[src/rtl/bgc_pkg.sv]
package bgc_pkg;

   typedef enum logic [1:0] {
      MODE_HI_CHOP = 2'b00,
      MODE_LO_CHOP = 2'b01,
      MODE_COMP    = 2'b10,
      MODE_OFF     = 2'b11
   } chop_mode_e;

   localparam int FLT_W     = 4;
   localparam int FLT_ILIM  = 0;
   localparam int FLT_OTEMP = 1;
   localparam int FLT_OVOLT = 2;
   localparam int FLT_POR   = 3;

endpackage

[src/rtl/bgc_sync.sv]
module bgc_sync #(
   parameter int            W       = 1,
   parameter int            STAGES  = 2,
   parameter logic [W-1:0]  RST_VAL = '0
) (
   input  logic         clk,
   input  logic         rst_n,
   input  logic [W-1:0] d,
   output logic [W-1:0] q
);

   generate
      if (STAGES < 2) begin : g_bad_stages
         $error("bgc_sync: STAGES must be at least 2");
      end
   endgenerate

   logic [W-1:0] stg [STAGES];

   always_ff @(posedge clk or negedge rst_n) begin
      if (!rst_n) begin
         for (int i = 0; i < STAGES; i++) stg[i] <= RST_VAL;
      end else begin
         stg[0] <= d;
         for (int i = 1; i < STAGES; i++) stg[i] <= stg[i-1];
      end
   end

   assign q = stg[STAGES-1];

endmodule

[src/rtl/bgc_phase_drv.sv]
module bgc_phase_drv
   import bgc_pkg::*;
(
   input  logic       hs_en,
   input  logic       ls_en,
   input  logic       pwm,
   input  chop_mode_e mode,
   output logic       hi,
   output logic       lo
);

   always_comb begin
      hi = 1'b0;
      lo = 1'b0;
      if (hs_en ^ ls_en) begin
         unique case (mode)
            MODE_HI_CHOP: begin
               if (hs_en) hi = pwm;
               else       lo = 1'b1;
            end
            MODE_LO_CHOP: begin
               if (hs_en) hi = 1'b1;
               else       lo = pwm;
            end
            MODE_COMP: begin
               if (hs_en) begin
                  hi = pwm;
                  lo = ~pwm;
               end else begin
                  lo = 1'b1;
               end
            end
            default: begin
               hi = 1'b0;
               lo = 1'b0;
            end
         endcase
      end
   end

endmodule

[src/rtl/bgc_fault_latch.sv]
module bgc_fault_latch
   import bgc_pkg::*;
(
   input  logic             clk,
   input  logic             rst_n,
   input  logic [FLT_W-1:0] flt,
   input  logic             pwm_s,
   input  logic             err_rd,
   output logic             block,
   output logic             kill_q,
   output logic             pwm_rise,
   output logic [FLT_W-1:0] err_q
);

   logic pwm_d;
   logic any_flt;
   logic release_ok;

   assign any_flt    = |flt;
   assign pwm_rise   = pwm_s & ~pwm_d;
   assign release_ok = pwm_rise & ~any_flt;
   assign block      = any_flt | (kill_q & ~release_ok);

   always_ff @(posedge clk or negedge rst_n) begin
      if (!rst_n) begin
         pwm_d  <= 1'b1;
         kill_q <= 1'b1;
         err_q  <= '0;
      end else begin
         pwm_d <= pwm_s;
         if (any_flt)         kill_q <= 1'b1;
         else if (release_ok) kill_q <= 1'b0;
         err_q <= flt | (err_q & ~({FLT_W{err_rd}} & ~flt));
      end
   end

   assert_err_set_R10: assert property (@(posedge clk) disable iff (!rst_n)
      (flt != '0) |=> ((err_q & $past(flt)) == $past(flt)));

   assert_err_sticky_R10: assert property (@(posedge clk) disable iff (!rst_n)
      !err_rd |=> ((err_q & $past(err_q)) == $past(err_q)));

   assert_release_clean_R9: assert property (@(posedge clk) disable iff (!rst_n)
      (kill_q && any_flt) |=> kill_q);

endmodule

[src/rtl/bridge_gate_ctrl.sv]
module bridge_gate_ctrl
   import bgc_pkg::*;
#(
   parameter int NUM_PHASES  = 3,
   parameter int SYNC_STAGES = 2
) (
   input  logic                  clk,
   input  logic                  rst_n,
   input  logic [NUM_PHASES-1:0] hs_en_i,
   input  logic [NUM_PHASES-1:0] ls_en_i,
   input  logic                  pwm_i,
   input  logic [1:0]            mode_i,
   input  logic                  flt_ilim_i,
   input  logic                  flt_otemp_i,
   input  logic                  flt_ovolt_i,
   input  logic                  flt_por_i,
   input  logic                  err_rd_i,
   output logic [NUM_PHASES-1:0] gate_hi_o,
   output logic [NUM_PHASES-1:0] gate_lo_o,
   output logic [FLT_W-1:0]      err_o
);

   localparam int SW      = 2*NUM_PHASES + 3;
   localparam int MODE_LSB = 2*NUM_PHASES;
   localparam int PWM_BIT  = SW - 1;

   generate
      if (NUM_PHASES < 1) begin : g_bad_phases
         $error("bridge_gate_ctrl: NUM_PHASES must be at least 1");
      end
   endgenerate

   logic [SW-1:0]         sync_q;
   logic [NUM_PHASES-1:0] hs_s, ls_s;
   logic                  pwm_s;
   chop_mode_e            mode_s;
   logic [NUM_PHASES-1:0] hi_d, lo_d;
   logic [FLT_W-1:0]      flt;
   logic                  block, kill_q, pwm_rise;

   bgc_sync #(
      .W      (SW),
      .STAGES (SYNC_STAGES),
      .RST_VAL(SW'(1) << PWM_BIT)
   ) u_sync (
      .clk  (clk),
      .rst_n(rst_n),
      .d    ({pwm_i, mode_i, ls_en_i, hs_en_i}),
      .q    (sync_q)
   );

   assign hs_s   = sync_q[0 +: NUM_PHASES];
   assign ls_s   = sync_q[NUM_PHASES +: NUM_PHASES];
   assign mode_s = chop_mode_e'(sync_q[MODE_LSB +: 2]);
   assign pwm_s  = sync_q[PWM_BIT];

   assign flt[FLT_ILIM]  = flt_ilim_i;
   assign flt[FLT_OTEMP] = flt_otemp_i;
   assign flt[FLT_OVOLT] = flt_ovolt_i;
   assign flt[FLT_POR]   = flt_por_i;

   bgc_fault_latch u_flt (
      .clk     (clk),
      .rst_n   (rst_n),
      .flt     (flt),
      .pwm_s   (pwm_s),
      .err_rd  (err_rd_i),
      .block   (block),
      .kill_q  (kill_q),
      .pwm_rise(pwm_rise),
      .err_q   (err_o)
   );

   generate
      for (genvar p = 0; p < NUM_PHASES; p++) begin : g_phase
         bgc_phase_drv u_drv (
            .hs_en(hs_s[p]),
            .ls_en(ls_s[p]),
            .pwm  (pwm_s),
            .mode (mode_s),
            .hi   (hi_d[p]),
            .lo   (lo_d[p])
         );

         assert_invalid_pair_R6: assert property (@(posedge clk) disable iff (!rst_n)
            (hs_s[p] && ls_s[p]) |=> (!gate_hi_o[p] && !gate_lo_o[p]));
      end
   endgenerate

   always_ff @(posedge clk or negedge rst_n) begin
      if (!rst_n) begin
         gate_hi_o <= '0;
         gate_lo_o <= '0;
      end else if (block) begin
         gate_hi_o <= '0;
         gate_lo_o <= '0;
      end else begin
         gate_hi_o <= hi_d;
         gate_lo_o <= lo_d;
      end
   end

   assert_no_shoot_R7: assert property (@(posedge clk) disable iff (!rst_n)
      ((gate_hi_o & gate_lo_o) == '0));

   assert_fault_off_R8: assert property (@(posedge clk) disable iff (!rst_n)
      (flt != '0) |=> (gate_hi_o == '0 && gate_lo_o == '0));

   assert_latched_off_R9: assert property (@(posedge clk) disable iff (!rst_n)
      (kill_q && !pwm_rise) |=> (gate_hi_o == '0 && gate_lo_o == '0));

   assert_mode_off_R5: assert property (@(posedge clk) disable iff (!rst_n)
      (mode_s == MODE_OFF) |=> (gate_hi_o == '0 && gate_lo_o == '0));

endmodule

[config.mk]
export PLATFORM = sky130hd
export DESIGN_NAME = bridge_gate_ctrl
export DESIGN_NICKNAME = d
export VERILOG_FILES = /design/src/rtl/bgc_pkg.sv /design/src/rtl/bgc_sync.sv /design/src/rtl/bgc_phase_drv.sv /design/src/rtl/bgc_fault_latch.sv /design/src/rtl/bridge_gate_ctrl.sv
export SDC_FILE = /design/constraint.sdc
export NUM_CORES = 1
export LEC_CHECK = 0
export ABC_AREA = 1
export BUFFER_PORTS_ARGS = -buffer_cell sky130_fd_sc_hd__buf_2
export CORE_MARGIN = 2
export CORE_UTILIZATION = 51
export DETAILED_ROUTE_END_ITERATION = 8
export PLACE_DENSITY = 0.72
export SETUP_SLACK_MARGIN = 0.4
export SYNTH_ARGS = -nofsm -noshare
export SYNTH_HDL_FRONTEND = slang
export SYNTH_HIERARCHICAL = 1
export SYNTH_SLANG_ARGS = --single-unit
[constraint.sdc]
create_clock -name clk -period 1.3 [get_ports clk]
set_input_delay 0.065 -clock clk [delete_from_list [all_inputs] [get_ports clk]]
set_output_delay 0.065 -clock clk [all_outputs]
set_load 0.005 [all_outputs]
# Word-level counts from Yosys, hierarchy flattened
# Cells that the tools add are included.
# W data, S select, Z words.
dict set report word_totals {
  ramBits 0
  word_cells 60
  reg_bits 30
  mem_count 0
  in_bits 16
  romBits 0
  latch_bits 0
  out_inout_bits 10
}
dict set report classes {
  shift 0
  div_mod_pow 0
  mul 0
  n_lt_le_gt_ge 0
  mux 31
  bitwise 16
  add_sub_neg 0
  eq_ne 2
  reduce_logical 4
}
# cell count
set op_table {}
lappend op_table {{$mux W1} 23}
lappend op_table {{$pmux W1 S3} 3}
lappend op_table {{$and A4 B4 Y4} 2}
lappend op_table {{$not A4 Y4} 2}
lappend op_table {{$mux W3} 2}
lappend op_table {{$pmux W1 S2} 3}
lappend op_table {{$not A1 Y1} 4}
lappend op_table {{$or A4 B4 Y4} 1}
lappend op_table {{$reduce_or A4 Y1} 1}
lappend op_table {{$and A1 B1 Y1} 3}
lappend op_table {{$xor A1 B1 Y1} 3}
lappend op_table {{$eq A2 B1 Y1 const B} 1}
lappend op_table {{$eq A2 B2 Y1 const B} 1}
lappend op_table {{$logic_not A2 Y1} 1}
lappend op_table {{$reduce_bool A2 Y1} 1}
lappend op_table {{$reduce_or A2 Y1} 1}
lappend op_table {{$or A1 B1 Y1} 1}

# Depth between registers and ports, before layout
# Gate-level depths: netlist of run 1.
dict set report depth {
  ltp_word 7
  mapped_depth 7
}

# Modules after synthesis
# Netlist of run 1, hierarchy kept.
# module instances area_each_um2 seq_area_each_um2 cells_each
set by_module_without_submodules {}
lappend by_module_without_submodules {bgc_sync 1 520.5 452.9 27}
lappend by_module_without_submodules {bgc_fault_latch 1 239.0 152.6 27}
lappend by_module_without_submodules {bridge_gate_ctrl 1 195.2 150.1 18}
lappend by_module_without_submodules {bgc_phase_drv 3 58.8 0.0 10}

# Least setup slack after synthesis of run 1
# No wires, ideal clock.
dict set report synth_timing {
  kind {register to register}
  start {register u_sync.stg (netlist bit u_sync/q[8])}
  end {register gate_hi_o[0]}
  path_slack_ns 0.235
  setup_time_ns 0.072
  synth_period_minus_slack_ns 1.065
  path_stages_with_launch 6
  arrival_time_ns 0.993
  cell_sequence {dfstp_2 buf_4 nand2_1 nand2_1 nand2_1 nor2_1}
}
dict set report synth_via {
  elab_chain_len 6
  elab_cells_between_ends 9
}
# item line_no
set synth_rtl {}
lappend synth_rtl {{start: declaration} bgc_sync.sv:18} ;# logic [W-1:0] stg [STAGES];
lappend synth_rtl {{$and A1 B1 Y1} bgc_fault_latch.sv:20} ;# assign pwm_rise = pwm_s & ~pwm_d;
lappend synth_rtl {{$and A1 B1 Y1} bgc_fault_latch.sv:21} ;# assign release_ok = pwm_rise & ~any_flt;
lappend synth_rtl {{$not A1 Y1} bgc_fault_latch.sv:22} ;# assign block = any_flt | (kill_q & ~release_ok);
lappend synth_rtl {{$and A1 B1 Y1} bgc_fault_latch.sv:22}
lappend synth_rtl {{$or A1 B1 Y1} bgc_fault_latch.sv:22}
lappend synth_rtl {{named net block} bridge_gate_ctrl.sv:39} ;# logic block, kill_q, pwm_rise;
lappend synth_rtl {{$mux W3} bridge_gate_ctrl.sv:94} ;# end else if (block) begin
lappend synth_rtl {{end signal: assignment} bridge_gate_ctrl.sv:98} ;# gate_hi_o <= hi_d;
lappend synth_rtl {{end: declaration} bridge_gate_ctrl.sv:18} ;# output logic [NUM_PHASES-1:0] gate_hi_o,
# The timed path passes the listed nets, and every way through them passes these cells.
# A chain may end at the register's enable or synchronous reset.

# Worst setup path after layout of run 1
dict set report layout_timing {
  start {register u_sync.stg (netlist bit u_sync/q[8])}
  end {register gate_lo_o[2]}
}
dict set report layout_via {
  elab_cells_between_ends 11
}
# item line_no
set layout_rtl {}
lappend layout_rtl {{$not A1 Y1} bgc_phase_drv.sv:28} ;# lo = ~pwm;
lappend layout_rtl {{$mux W1} bgc_phase_drv.sv:26} ;# if (hs_en) begin
lappend layout_rtl {{$pmux W1 S3 *} bgc_phase_drv.sv:16} ;# unique case (mode)
lappend layout_rtl {{$mux W1 *} bgc_phase_drv.sv:15} ;# if (hs_en ^ ls_en) begin
lappend layout_rtl {{named net lo_d[2]} bridge_gate_ctrl.sv:37} ;# logic [NUM_PHASES-1:0] hi_d, lo_d;
lappend layout_rtl {{$mux W3 *} bridge_gate_ctrl.sv:94}
lappend layout_rtl {{end signal: assignment} bridge_gate_ctrl.sv:99} ;# gate_lo_o <= lo_d;
lappend layout_rtl {{end: declaration} bridge_gate_ctrl.sv:19} ;# output logic [NUM_PHASES-1:0] gate_lo_o,
# Mark *: on every way through the listed nets, which the timed path passes. The rest lies on a longest branch.

==> summary.txt, run 1 <==
STA
  • Max transition margin: between 50% and 60%
  • Worst Tran Pin Value: 0.6317 ns
  • Final setup violation count: 0
  • Max Freq: roughly 900 MHz
  • RSZ-0062 raised after global routing: yes
  • Clk_skew: roughly 0.0073 ns
  • Final period utilization: between 80% and 90%
  • Slew Limit Fails: 0
  • Minimum clock period: ~1.1 ns
  • Setup TNS: 0 ns
  • Count of final hold-check violations: 0

Die
  • # rows: 17
  • # IOs: 26
  • Die area: 2603 sq um
  • Chip width: 51.02 um
  • DIE HEIGHT: ~51 um
  • Initial core utilization: 52.48%
  • Core region area: between 2000 and 2500 sq um

Detailed routing
  • Pre-antenna DRT Iters: 4
  • Vias per inst: around 4.6
  • Routed Antenna Nets: 0
  • Drt wl/cell: 11.05 um
  • Initial drt markers: 7
  • Drt drc: 0
  • Routed WL: roughly 1900 um
  • Via count: approximately 780

Global routing
  • Gr ovfl total: 0
  • Pin count of the biggest net entering global routing: 31
  • Initial antenna violation count: 0
  • Met1 GRT Util: 14.85%
  • GRT Overall Usage: between 10% and 20%
  • First-pass GRT wire length: 2980 um
  • Vias in the first global route: about 750
  • Global route hottest layer: met2
  • Global-route met2 utilization: 31.60%
  • GR met3 Demand/Resource: about 7.9%

Worst setup path
  • Buf+Inv Stages, Crit Path: 2
  • Max FO, Critical Path: 5
  • CP max-delay cell: dfstp_2
  • Slowest cell delay on critical path: roughly 0.60 ns
  • CP arrival: around 1.4 ns
  • CP cell instances: buf_6, a21boi_2, a21oi_1, inv_1, nor2_1
  • Crit path kind: flop to flop
  • Setup crit end kind: flop
  • Cell family with most CP delay: flip-flops
  • Critical path startpoint category: flop
  • Critical Path RT: between 1.5 and 2 ns

Clocking
  • TritonCTS clock tree: done
  • CTS sink cnt: 30
  • Clk pin slew, worst setup/hold paths: about 0.080 ns
  • CTS Root Cell: clkbuf_4
  • Max Root-Sink Buffers: 2
  • Clk_lat worst skew: roughly 0.32 ns
  • TritonCTS buffer count: 5
  • Number of H-tree levels: 2

Power and ir drop
  • Peak VDD IR: 0.8321 mV
  • PwrDens: 1129 nW/um^2
  • Overall power: about 1700 uW
  • LEAKAGE: between 0.0007 and 0.0008 uW

Placed design
  • I/O Buffers: 25
  • Final Wtd Congestion: ~0.72
  • Post-DP HPWL: roughly 1200 um
  • Placed Cells: approximately 150

Final layout
  • Area growth, synth to finish: 30.08%
  • Share of layout cells above drive strength 1: 34.27%
  • Ant diodes: 0
  • Filler Cells Inserted: 164
  • Fin nets: about 160
  • Non-Filler Instances: 171

Synthesis
  • Syn Std Cell Area: between 1000 and 1500 sq um
  • Synth warn: 6
  • Gate count of the mapped netlist: roughly 100
  • Syn nets: between 100 and 150
  • Synth Area per Inst: approximately 11 sq um

Hold path
  • HP Class: input pin to flop

Outcome
  • Status: complete, no violations

Run
  • Max cap viols: 0
metrics by stage:
stage	cell area [sq um]	hold WS (ns)	utilization, %	worst slack (ns)
after floorplan	1134	-0.2306	-	0.3150
after global placement	1222	0.1098	56.90	0.2202
after detailed placement	1222	0.1267	56.90	0.1915
after CTS	1451	0.03130	67.56	0.2313
after global routing	1466	0.07356	68.26	0.1289
final	1466	0.06249	68.26	0.1872
report_power, final:
group	switching (uW)	total (uW)	internal, uW
registers	23.7	1000	976
clock network	282	497	215
logic	74.7	159	84.1
worst min-delay path, delay by kind of cell:
family,cells,cell delay [ns]
buf+inv,2,0.12
simple gates,3,0.17
layer usage:
layer	vias up	wire (um)
li1	377	-
met1	381	710
met2	21	1077
met3	0	101
met4	0	0
met5	-	0
registers in the layout, summed over array words and instances, names as in the netlist:
| signal | flops |
|---|---|
| gate_hi_o | 3 |
| gate_lo_o | 3 |
| u_flt/kill_q | 1 |
| u_sync/stg | 9 |
| u_flt/err_q | 4 |
| u_flt/pwm_d | 1 |
| u_sync/q | 9 |
worst paths after layout:
kind | start | endpoint | slack (ns) | depth (start not counted)
min in group asynchronous | rst_n | u_sync/q[1] | 0.29 | 2
min reg2reg | u_sync/stg[16] | u_sync/q[7] | 0.35 | 0
max reg2reg | u_sync/q[8] | gate_lo_o[2] | 0.19 | 5
max in group asynchronous | rst_n | u_sync/q[7] | 0.55 | 2
max | u_sync/q[8] | gate_lo_o[2] | 0.19 | 5
min | flt_ovolt_i | u_flt/kill_q | 0.06 | 5
final cells by class:
type                    count  area, sq um  area share (%)
clock buffers               8        48.80           3.328
repair buffers             43        305.3           20.82
flip-flops and latches     30        757.0           51.62
well taps                  28        35.03           2.389
multi-input cells          41        241.5           16.47
inverters                  21        78.83           5.375
layout by cell type (no fill, tap or decap), drive strengths merged:
cell type,count
buf,28
dfrtp,26
inv,21
dlygate4sd3,15
nand2,15
nor2,13
clkbuf,8
o21ai,4
dfstp,4
a21oi,3
o211a,3
a21boi,3
repair_timing:
action	CTS	global route
endpoints found under the hold margin	39	0
endpoints found under the setup margin	10	15
hold buffers	15	0
setup buffers	3	0
pin swaps	5	6
gates resized for setup	3	5
cloned	0	0
Power figures use the tool's default switching activity.
==> run 2: changes to the inputs <==
--- a/config.mk
+++ b/config.mk
@@ -8,9 +8,10 @@
 export ABC_AREA = 1
 export BUFFER_PORTS_ARGS = -buffer_cell sky130_fd_sc_hd__buf_2
 export CORE_MARGIN = 2
-export CORE_UTILIZATION = 51
+export CORE_UTILIZATION = 40
 export DETAILED_ROUTE_END_ITERATION = 8
-export PLACE_DENSITY = 0.72
+export PLACE_DENSITY = 0.58
+export REMOVE_ABC_BUFFERS = 1
 export SETUP_SLACK_MARGIN = 0.4
 export SYNTH_ARGS = -nofsm -noshare
 export SYNTH_HDL_FRONTEND = slang
==> summary.txt, run 2 (synthesis gave the netlist of run 1 again) <==
Worst setup path
  • Critical path startpoint category: flop
  • CP max-delay cell: dfstp_2
  • Critical Path RT: 1.55 ns
  • Max FO, Critical Path: 8
  • FF-to-FF End: gate_hi_o[2]
  • FF-to-FF Start: u_sync/q[8]
  • Slowest cell delay on critical path: 0.62 ns
  • CP cell instances: buf_4, o211a_1, inv_1, nor2_1
  • CP arrival: 1.36 ns
  • Reg2Reg Setup Slack: 0.20 ns
  • Crit path kind: flop to flop
  • Reg2reg path depth: 4
  • Setup crit end kind: flop

Global routing
  • Vias in the first global route: 730
  • Initial antenna violation count: 0
  • Pin count of the biggest net entering global routing: 31
  • First-pass GRT wire length: roughly 2900 um
  • GRT Overall Usage: 12.61%
  • Gr ovfl total: 0

Clocking
  • TritonCTS buffer count: 5
  • CTS sink cnt: 30
  • Clk_lat worst skew: between 0.3 and 0.4 ns
  • Clk pin slew, worst setup/hold paths: about 0.09 ns
  • TritonCTS clock tree: done
  • Number of H-tree levels: 2
  • Max Root-Sink Buffers: 2
  • CTS Root Cell: clkbuf_4

Die
  • Initial core utilization: around two fifths
  • DIE HEIGHT: around 57 um
  • # rows: 19
  • Core region area: 2710 sq um
  • Chip width: between 50 and 60 um
  • # IOs: 26
  • Die area: roughly 3300 sq um

STA
  • RSZ-0062 raised after global routing: yes
  • Final period utilization: a little over four fifths
  • Worst Tran Pin Value: between 0.6 and 0.7 ns
  • Max Freq: roughly 910 MHz
  • Clk_skew: 0.006026 ns
  • Max transition margin: 57.88%
  • Minimum clock period: approximately 1.1 ns
  • Slew Limit Fails: 0
  • Final setup violation count: 0
  • WHS: 0.05644 ns
  • Count of final hold-check violations: 0
  • Setup TNS: 0 ns

Detailed routing
  • Routed Antenna Nets: 0
  • Drt wl/cell: roughly 10 um
  • Drt drc: 0
  • Initial drt markers: 10
  • Pre-antenna DRT Iters: 4
  • Routed WL: 1785 um
  • Vias per inst: between 4 and 5
  • Via count: roughly 750

Final layout
  • Fin nets: 159
  • Filler Cells Inserted: about 230
  • Commonest non-fill, non-tap cell in the layout: dfrtp_1
  • Most frequent cells in the layout: dfrtp_1 (26), buf_2 (25), inv_1 (21), dlygate4sd3_1 (15), nand2_1 (14)
  • Share of layout cells above drive strength 1: about 34%
  • Ant diodes: 0
  • Area growth, synth to finish: 34.63%

Hold path
  • Cell count of the worst hold path: 5
  • Hold EP: u_flt/kill_q
  • Hold_sp: flt_ovolt_i
  • HP Class: input pin to flop

Placed design
  • I/O Buffers: 25
  • Final Wtd Congestion: slightly above 0.7
  • Post-DP HPWL: ~1100 um

Run
  • Max cap viols: 0

Outcome
  • Status: complete, no violations

Power and ir drop
  • PwrDens: roughly 1400 nW/um^2
  • LEAKAGE: ~0.0008 uW
  • Peak VDD IR: ~1.0 mV
run 2: changes by cell type in the layout (fill, tap and decap cells not counted), moves of 2 or more:
cell and delta:
a21boi_0 +2, buf_4 +3, clkbuf_1 -3, buf_6 -2, bufinv_16 +2
run 2: final cells by class:
class / count / area, sq um / area share (%)
repair buffers: 44 / 305.3 / 20.12
multi-input cells: 41 / 227.7 / 15.00
inverters: 21 / 78.83 / 5.194
clock buffers: 6 / 51.30 / 3.380
well taps: 31 / 38.79 / 2.556
flip-flops and latches: 30 / 755.7 / 49.79
clock inverters: 2 / 60.06 / 3.957
run 2: where the power goes:
| part | switching, uW | internal (uW) | total (uW) |
|---|---|---|---|
| clock | 310 | 651 | 962 |
| sequential | 23.2 | 976 | 999 |
| combinational | 70.3 | 82.9 | 153 |
| total | 404 | 1710 | 2110 |
run 2: metal layers:
metal / global-route usage (%) / share of wire (%)
met5: 0 / 0
met1: 12.67 / 39
met3: 4.762 / 4.4
met2: 20.85 / 53
met4: 9.967 / 3.5
run 2: per-stage QoR:
| step | power (uW) | utilization, % | cell area, sq um | setup slack [ns] | cells |
|---|---|---|---|---|---|
| 6_report | 2114 | 56.00 | 1518 | 0.1959 | 175 |
| 5_1_grt | 2205 | 56.00 | 1518 | 0.1292 | 175 |
| 4_1_cts | 2143 | 56.00 | 1518 | 0.2048 | 175 |
| 3_5_place_dp | 1125 | 45.15 | 1224 | 0.1784 | 148 |
| 3_3_place_gp | 1119 | 45.15 | 1224 | 0.2197 | 148 |
| 2_1_floorplan | 1064 | - | 1060 | 0.2825 | 92 |
run 2: repair_timing:
action | 4_1_cts | 5_1_grt
endpoints found under the hold margin | 39 | 0
setup endpoints to repair | 11 | 17
pin swaps | 0 | 3
buffers inserted | 4 | 0
hold buffers | 15 | 0
gates resized for setup | 1 | 1
run 2: worst max path at each step:
stage / depth (start not counted) / slack, ns / end / startpoint
6_report: 4 / 0.20 / gate_hi_o[2] / u_sync/q[8]
3_5_place_dp: 4 / 0.18 / gate_hi_o[2] / u_sync/q[8]
3_3_place_gp: 4 / 0.22 / gate_lo_o[0] / u_sync/q[8]
4_1_cts: 6 / 0.20 / gate_lo_o[1] / u_sync/q[8]
2_1_floorplan: 4 / 0.28 / gate_hi_o[0] / u_sync/q[8]
5_1_grt: 6 / 0.13 / gate_lo_o[2] / u_sync/q[8]
run 2: critical path: cells and delay by family, from the launching register on:
kind                   cells  cell delay [ns]
AND/OR/NAND/NOR            1             0.09
AO/OA/AOI/OAI              1             0.15
flip-flops                 1             0.62
buffers and inverters      2             0.18
